--- src/rtl/pmu_regs_pkg.sv ---
// Package: shared constants and the register-select type for the
// performance monitor register file. Assumes a 32-bit data path.
package pmu_regs_pkg;

    localparam int DATA_W = 32;
    localparam int CRM_W  = 4;
    localparam int OPC_W  = 3;

    // Index groups that carry registers
    localparam logic [CRM_W-1:0] CRM_MAIN = 4'd12;
    localparam logic [CRM_W-1:0] CRM_EVT  = 4'd13;
    localparam logic [CRM_W-1:0] CRM_PRIV = 4'd14;

    // Write and reset masks
    localparam logic [DATA_W-1:0] CTRL_WMASK = 32'h0000_0039;
    localparam logic [DATA_W-1:0] CTRL_RMASK = 32'hFF00_0000;
    localparam logic [DATA_W-1:0] EN_WMASK   = 32'h8000_0000;

    typedef enum logic [3:0] {
        SEL_CTRL,
        SEL_ENSET,
        SEL_ENCLR,
        SEL_OVF,
        SEL_SWINC,
        SEL_SELECT,
        SEL_CYC,
        SEL_EVCNT,
        SEL_EVTYPE,
        SEL_UEN,
        SEL_NONE
    } pmu_sel_e;

endpackage

--- src/rtl/pmu_decode.sv ---
// Module: maps a crm/opc2 pair onto a register select.
// Assumes nothing about privilege; unlisted pairs map to SEL_NONE.
module pmu_decode
    import pmu_regs_pkg::*;
(
    input  logic [CRM_W-1:0] crm,
    input  logic [OPC_W-1:0] opc2,
    output pmu_sel_e         sel
);

    // Purpose: combinational index decode
    always_comb begin
        sel = SEL_NONE;
        unique case (crm)
            CRM_MAIN: begin
                case (opc2)
                    3'd0:    sel = SEL_CTRL;
                    3'd1:    sel = SEL_ENSET;
                    3'd2:    sel = SEL_ENCLR;
                    3'd3:    sel = SEL_OVF;
                    3'd4:    sel = SEL_SWINC;
                    3'd5:    sel = SEL_SELECT;
                    default: sel = SEL_NONE;
                endcase
            end
            CRM_EVT: begin
                case (opc2)
                    3'd0:    sel = SEL_CYC;
                    3'd1:    sel = SEL_EVTYPE;
                    3'd2:    sel = SEL_EVCNT;
                    default: sel = SEL_NONE;
                endcase
            end
            CRM_PRIV: begin
                if (opc2 == 3'd0) sel = SEL_UEN;
            end
            default: sel = SEL_NONE;
        endcase
    end

endmodule

--- src/rtl/pmu_access_check.sv ---
// Module: decides whether a request traps as undefined.
// Assumes sel comes from pmu_decode and uen is the stored user-enable bit.
module pmu_access_check
    import pmu_regs_pkg::*;
(
    input  pmu_sel_e sel,
    input  logic     is_write,
    input  logic     is_user,
    input  logic     uen,
    output logic     trap
);

    // Purpose: combine encoding, direction and privilege rules into one trap
    always_comb begin
        trap = 1'b0;
        if (sel == SEL_NONE) begin
            trap = 1'b1;
        end else if (sel == SEL_SWINC && !is_write) begin
            trap = 1'b1;
        end else if (sel == SEL_UEN) begin
            trap = is_user && is_write;
        end else begin
            trap = is_user && !uen;
        end
    end

endmodule

--- src/rtl/pmu_state.sv ---
// Module: holds the architectural registers and applies accepted writes
// and hardware overflow sets. Assumes wr_en is already cleared on traps.
module pmu_state
    import pmu_regs_pkg::*;
#(
    parameter int NUM_CNT = 4,
    parameter int EVT_W   = 8
) (
    input  logic              clk,
    input  logic              rst_n,
    input  logic [DATA_W-1:0] id_code,
    input  logic              wr_en,
    input  pmu_sel_e          sel,
    input  logic [DATA_W-1:0] wdata,
    input  logic [NUM_CNT-1:0] cnt_ovf_set,
    input  logic              cyc_ovf_set,
    output logic [DATA_W-1:0] ctrl_q,
    output logic [DATA_W-1:0] en_q,
    output logic [DATA_W-1:0] ovf_q,
    output logic [EVT_W-1:0]  evt_q,
    output logic              uen_q
);

    localparam int CYC_BIT = DATA_W - 1;

    logic [DATA_W-1:0] hw_set;
    logic [DATA_W-1:0] sw_clr;

    // Purpose: spread the hardware set inputs onto overflow bit positions
    genvar gi;
    generate
        for (gi = 0; gi < DATA_W; gi++) begin : g_hwset
            if (gi < NUM_CNT) begin : g_cnt
                assign hw_set[gi] = cnt_ovf_set[gi];
            end else if (gi == CYC_BIT) begin : g_cyc
                assign hw_set[gi] = cyc_ovf_set;
            end else begin : g_none
                assign hw_set[gi] = 1'b0;
            end
        end
    endgenerate

    // Purpose: software clear vector for the overflow word
    always_comb begin
        sw_clr = (wr_en && sel == SEL_OVF) ? wdata : '0;
    end

    // Purpose: control register, masked writes, reset from identification
    always_ff @(posedge clk) begin
        if (!rst_n) begin
            ctrl_q <= id_code & CTRL_RMASK;
        end else if (wr_en && sel == SEL_CTRL) begin
            ctrl_q <= (ctrl_q & ~CTRL_WMASK) | (wdata & CTRL_WMASK);
        end
    end

    // Purpose: counter-enable word through set and clear views
    always_ff @(posedge clk) begin
        if (!rst_n) begin
            en_q <= '0;
        end else if (wr_en && sel == SEL_ENSET) begin
            en_q <= en_q | (wdata & EN_WMASK);
        end else if (wr_en && sel == SEL_ENCLR) begin
            en_q <= en_q & ~(wdata & EN_WMASK);
        end
    end

    // Purpose: overflow status, write-one-to-clear with hardware set priority
    always_ff @(posedge clk) begin
        if (!rst_n) begin
            ovf_q <= '0;
        end else begin
            ovf_q <= (ovf_q & ~sw_clr) | hw_set;
        end
    end

    // Purpose: event-type byte
    always_ff @(posedge clk) begin
        if (!rst_n) begin
            evt_q <= '0;
        end else if (wr_en && sel == SEL_EVTYPE) begin
            evt_q <= wdata[EVT_W-1:0];
        end
    end

    // Purpose: user-enable bit
    always_ff @(posedge clk) begin
        if (!rst_n) begin
            uen_q <= 1'b0;
        end else if (wr_en && sel == SEL_UEN) begin
            uen_q <= wdata[0];
        end
    end

endmodule

--- src/rtl/pmu_regfile.sv ---
// Module: top of the performance monitor register file. Accepts one
// request per cycle and answers on the next cycle with data or a trap.
// Assumes requests need no back-pressure.
module pmu_regfile
    import pmu_regs_pkg::*;
#(
    parameter int NUM_CNT = 4,
    parameter int EVT_W   = 8
) (
    input  logic               clk,
    input  logic               rst_n,
    input  logic [31:0]        id_code,
    input  logic               req_valid,
    input  logic               req_write,
    input  logic               req_user,
    input  logic [3:0]         req_crm,
    input  logic [2:0]         req_opc2,
    input  logic [31:0]        req_wdata,
    input  logic [NUM_CNT-1:0] cnt_ovf_set,
    input  logic               cyc_ovf_set,
    output logic               rsp_valid,
    output logic               rsp_undef,
    output logic [31:0]        rsp_rdata
);

    localparam int PAD_W = DATA_W - EVT_W;

    pmu_sel_e          sel;
    logic              trap;
    logic              wr_en;
    logic [DATA_W-1:0] ctrl_q;
    logic [DATA_W-1:0] en_q;
    logic [DATA_W-1:0] ovf_q;
    logic [EVT_W-1:0]  evt_q;
    logic              uen_q;
    logic [DATA_W-1:0] rd_mux;

    pmu_decode u_decode (
        .crm  (req_crm),
        .opc2 (req_opc2),
        .sel  (sel)
    );

    pmu_access_check u_check (
        .sel      (sel),
        .is_write (req_write),
        .is_user  (req_user),
        .uen      (uen_q),
        .trap     (trap)
    );

    // Purpose: a write commits only when a request is present and not trapped
    always_comb begin
        wr_en = req_valid && req_write && !trap;
    end

    pmu_state #(
        .NUM_CNT (NUM_CNT),
        .EVT_W   (EVT_W)
    ) u_state (
        .clk         (clk),
        .rst_n       (rst_n),
        .id_code     (id_code),
        .wr_en       (wr_en),
        .sel         (sel),
        .wdata       (req_wdata),
        .cnt_ovf_set (cnt_ovf_set),
        .cyc_ovf_set (cyc_ovf_set),
        .ctrl_q      (ctrl_q),
        .en_q        (en_q),
        .ovf_q       (ovf_q),
        .evt_q       (evt_q),
        .uen_q       (uen_q)
    );

    // Purpose: read data selection; writes and traps return zero
    always_comb begin
        rd_mux = '0;
        if (!req_write && !trap) begin
            case (sel)
                SEL_CTRL:             rd_mux = ctrl_q;
                SEL_ENSET, SEL_ENCLR: rd_mux = en_q;
                SEL_OVF:              rd_mux = ovf_q;
                SEL_EVTYPE:           rd_mux = {{PAD_W{1'b0}}, evt_q};
                SEL_UEN:              rd_mux = {{(DATA_W-1){1'b0}}, uen_q};
                default:              rd_mux = '0;
            endcase
        end
    end

    // Purpose: register the response one cycle after the request
    always_ff @(posedge clk) begin
        if (!rst_n) begin
            rsp_valid <= 1'b0;
            rsp_undef <= 1'b0;
            rsp_rdata <= '0;
        end else begin
            rsp_valid <= req_valid;
            rsp_undef <= req_valid && trap;
            rsp_rdata <= req_valid ? rd_mux : '0;
        end
    end

endmodule

--- config.mk ---
export PLATFORM = sky130hd
export DESIGN_NAME = pmu_regfile
export DESIGN_NICKNAME = d
export VERILOG_FILES = /design/src/rtl/pmu_regs_pkg.sv /design/src/rtl/pmu_decode.sv /design/src/rtl/pmu_access_check.sv /design/src/rtl/pmu_state.sv /design/src/rtl/pmu_regfile.sv
export SDC_FILE = /design/constraint.sdc
export NUM_CORES = 1
export LEC_CHECK = 0
export ABC_AREA = 1
export ABC_CLOCK_PERIOD_IN_PS = 2780
export BUFFER_PORTS_ARGS = -buffer_cell sky130_fd_sc_hd__buf_2
export CAP_MARGIN = 20
export CORE_MARGIN = 2
export CORE_UTILIZATION = 40
export DETAILED_ROUTE_END_ITERATION = 8
export GPL_TIMING_DRIVEN = 1
export PLACE_DENSITY = 0.71
export SLEW_MARGIN = 40
export SYNTH_ARGS = -nofsm -noshare
export SYNTH_HDL_FRONTEND = slang
export SYNTH_HIERARCHICAL = 1
export SYNTH_SLANG_ARGS = --single-unit
--- constraint.sdc ---
create_clock -name clk -period 2.78 [get_ports clk]
set_input_delay 0.278 -clock clk [delete_from_list [all_inputs] [get_ports clk]]
set_output_delay 0.278 -clock clk [all_outputs]
set_load 0.05 [all_outputs]
==> results.yml <==
finish:
  drive_above_1_share_pct: 18.8
  final_nets: 798
  area_delta_synth_final_pct: 14.0
  antenna_cells: 0
  final_area_mm2: 0.00494
route:
  wl_um: 8680
  first_pass_iters: 4
  dr_total_vias: 3606
  viasPerCell: 4.18
  antenna_left: 0
  drtIter0Drc: 135
  post_drt_wl_per_cell_um: 10.1
  post-route-drc-count: 0
sta:
  maxSlewHeadroom_pct: 64.9
  hold_violations: 0
  min_period_over_period_pct: 75.9
  worst_pin_slew_ns: 0.526
  slew_violations: 0
  finalSetupViolCount: 0
  rsz0062_at_grt: "false"
  fmax_mhz: 474
  fin_tns_setup_ns: 0
  fin_skew_ns: 0.00814
  period_minus_slack_ns: 2.11
synth:
  yosysSeqAreaShare_pct: 42.5
  syn_area_per_cell_um2: 6.92
  synth_seq_cells: 88
  netlist_instances: 626
  syn-cell-area_mm2: 0.00433
  ys.warnings.count: 6
  ys_types: 26
worst_setup_path:
  rrSetupSlack_ns: 1.18
  rr_startpoint: "u_state/uen_q"
  path_buf_inv: 3
  crit_path_end_kind: "flop"
  worstPathCellList: "buf_2 -> inv_2 -> nand2_1 -> nor2_1 -> nand2_1 -> nand2_1 -> nand2_1 -> nor2_1 -> nand3_1 -> nand3_1 -> nand2_1 -> nor2_1 -> nand3_2 -> nor2_4 -> inv_1 -> nor2_1 -> nor2_1"
  arrival_ns: 2.38
  cp_data_required_time_ns: 3.05
  critPathKind: "input pin to flop"
  setup.worst_path.start_class: "input pin"
  crit_family: "simple AND/OR/NAND/NOR gates"
  r2r_cells: 9
  cp_max_fo: 10
  crit_path_top_delay_cell: "nor2_1"
  r2r_end: "u_state/evt_q[4]"
  slowest_delay_ns: 0.30
clock_tree:
  clk_pin_slew_worst_paths_ns: 0.08
  max-clock-path-buffers: 2
  cts_sinks: 88
  cts.repair.resized: 0
  cts_max_level: 3
  ctsHoldBuffers: 0
  cts_tree: "built"
  cts_made_buffers: 9
  clk_latency_ns: 0.37
  clock-root-buffer: "clkbuf_8"
  cts_setup_buffers: 0
floorplan:
  fp-row-count: 38
  die_area_mm2: 0.0117
  ioPinCount: 115
  core_mm2: 0.0107
  die_y_um: 108
  initial_core_util_pct: 40.5
  fp.dieW_um: 108
place:
  portBuffers: 90
  place_hpwl_um: 6020
  gp_congestion: 0.816
  placed_cell_area_mm2: 0.00475
run:
  cap_violations: 0
min_path:
  whs_endpoint: "u_state/ovf_q[19]"
  hold_start: "req_wdata[19]"
  whs_path_depth: 2
  hp-class: "input pin to flop"
power_and_ir_drop:
  peakVddDrop_v: 0.000369
  clockPowerShare_pct: 36.7
  powerDensity_mw_per_mm2: 471
  pwr-share-seq_pct: 55.9
  switchingPower_w: 0.000559
  p_int_w: 0.00177
  power_frac_comb_pct: 7.4
  leakagePower_nw: 2.43
  netSwitchingFraction_pct: 24.0
grt:
  gr-total-overflow: 0
  grt_usage_pct: 15.7
  grt_pass1_wl_um: 14200
  grt_pass1_vias: 3152
  antenna_found_initial: 0
  grt_max_degree: 51
status:
  status: "completed"
## cells in the final DEF, fill, tap and decap left out, types with 8 or more instances in the layout
master    synthesis  routed
a21oi_1          37      37
buf_2             6      90
buf_4            53       9
clkbuf_8          0       9
conb_1            1      51
dfxtp_1          80      80
edfxtp_1          8       8
inv_1            66      66
nand2_1         137     137
nand3_1          38      38
nor2_1          144     144
o21ai_0          13      13
## power groups by stage
stage	sequential (W)	clock, W	combinational [W]
floorplan	0.00134	0	0.000148
global placement	0.00133	0	0.000171
detailed placement	0.00133	0	0.000172
CTS	0.00130	0.000898	0.000172
global route	0.00130	0.000938	0.000197
finish	0.00130	0.000853	0.000172
## worst max path at each step
stage | from | end | slack (ns) | cells after the start
floorplan | req_crm[2] | u_state/evt_q[0] | 0.46 | 15
global placement | req_opc2[2] | u_state/evt_q[0] | 0.32 | 17
global route | req_opc2[2] | u_state/evt_q[6] | 0.40 | 17
finish | req_opc2[2] | u_state/evt_q[4] | 0.67 | 17
detailed placement | req_opc2[2] | u_state/evt_q[4] | 0.32 | 17
CTS | req_opc2[2] | u_state/ctrl_q[4] | 0.73 | 16
## kinds of logic (layout without fill, tap and decap cells)
logic type | after synthesis | count (layout) | share of synthesized area, %
flip-flops | 88 | 88 | 42.5
AND/OR/NAND/NOR | 341 | 341 | 33.4
buffers and inverters | 144 | 190 | 18.0
AO/OA/AOI/OAI | 52 | 52 | 6.06
other | 1 | 51 | 0.0865
## synth_stat cells
cell,n,share of area [%]
a21oi_1,37,4.3
buf_1,3,0.26
buf_2,6,0.69
buf_4,53,9.2
buf_6,4,1.0
clkbuf_1,5,0.43
conb_1,1,0.087
dfxtp_1,80,37
edfxtp_1,8,5.5
inv_1,66,5.7
inv_2,6,0.52
inv_4,1,0.14
nand2_1,137,12
nand2_2,1,0.14
nand3_1,38,4.4
nand3_2,3,0.69
nand4_1,6,0.87
nor2_1,144,12
nor2_2,4,0.58
nor2_4,2,0.52
nor2_8,3,1.4
nor3_1,2,0.23
nor3_2,1,0.23
o211ai_1,1,0.17
o21ai_0,13,1.5
o21ai_1,1,0.12
## sequential cells by signal (all words and copies together), names as in the netlist, named ones only
signal and flops:
u_state/evt_q 8, rsp_rdata 32, u_state/ctrl_q 12, rsp_valid 1
rsp_undef 1, u_state/uen_q 1, u_state/ovf_q 32
## stage by stage
stage / hold WS, ns / setup WS (ns) / total power (W) / instances / util, %
2_1_floorplan: 0.369 / 0.462 / 0.00148 / 676 / -
3_3_place_gp: 0.419 / 0.324 / 0.00150 / 846 / 44.4
3_5_place_dp: 0.422 / 0.317 / 0.00150 / 846 / 44.4
4_1_cts: 0.0382 / 0.735 / 0.00237 / 862 / 46.2
5_1_grt: 0.0496 / 0.401 / 0.00244 / 862 / 46.2
6_report: 0.0718 / 0.670 / 0.00233 / 862 / 46.2
## worst register-to-register path: cells and delay by family (launching register included)
family | cells | cell delay (ns)
buffers and inverters | 1 | 0.14
flip-flops | 1 | 0.37
AND/OR/NAND/NOR | 8 | 0.99
## final cells by class
cell class	count	area, um2
Timing Repair Buffer	101	558
Sequential cell	88	1840
Multi-Input combinational cell	444	1900
Tap cell	140	175
Fill cell	1144	5760
Clock inverter	6	60.1
Inverter	73	277
Clock buffer	10	128
## layer usage
| metal | share of wire [%] | vias up | global-route usage, % | wire length [um] |
|---|---|---|---|---|
| met5 | 0 | - | 0 | 0 |
| met4 | 1.8 | 0 | 6.41 | 157 |
| met3 | 4.4 | 10 | 4.34 | 385 |
| met2 | 47 | 74 | 26.2 | 4120 |
| met1 | 46 | 1524 | 19.0 | 4020 |
| li1 | - | 1998 | - | - |
Power figures use the tool's default switching activity.
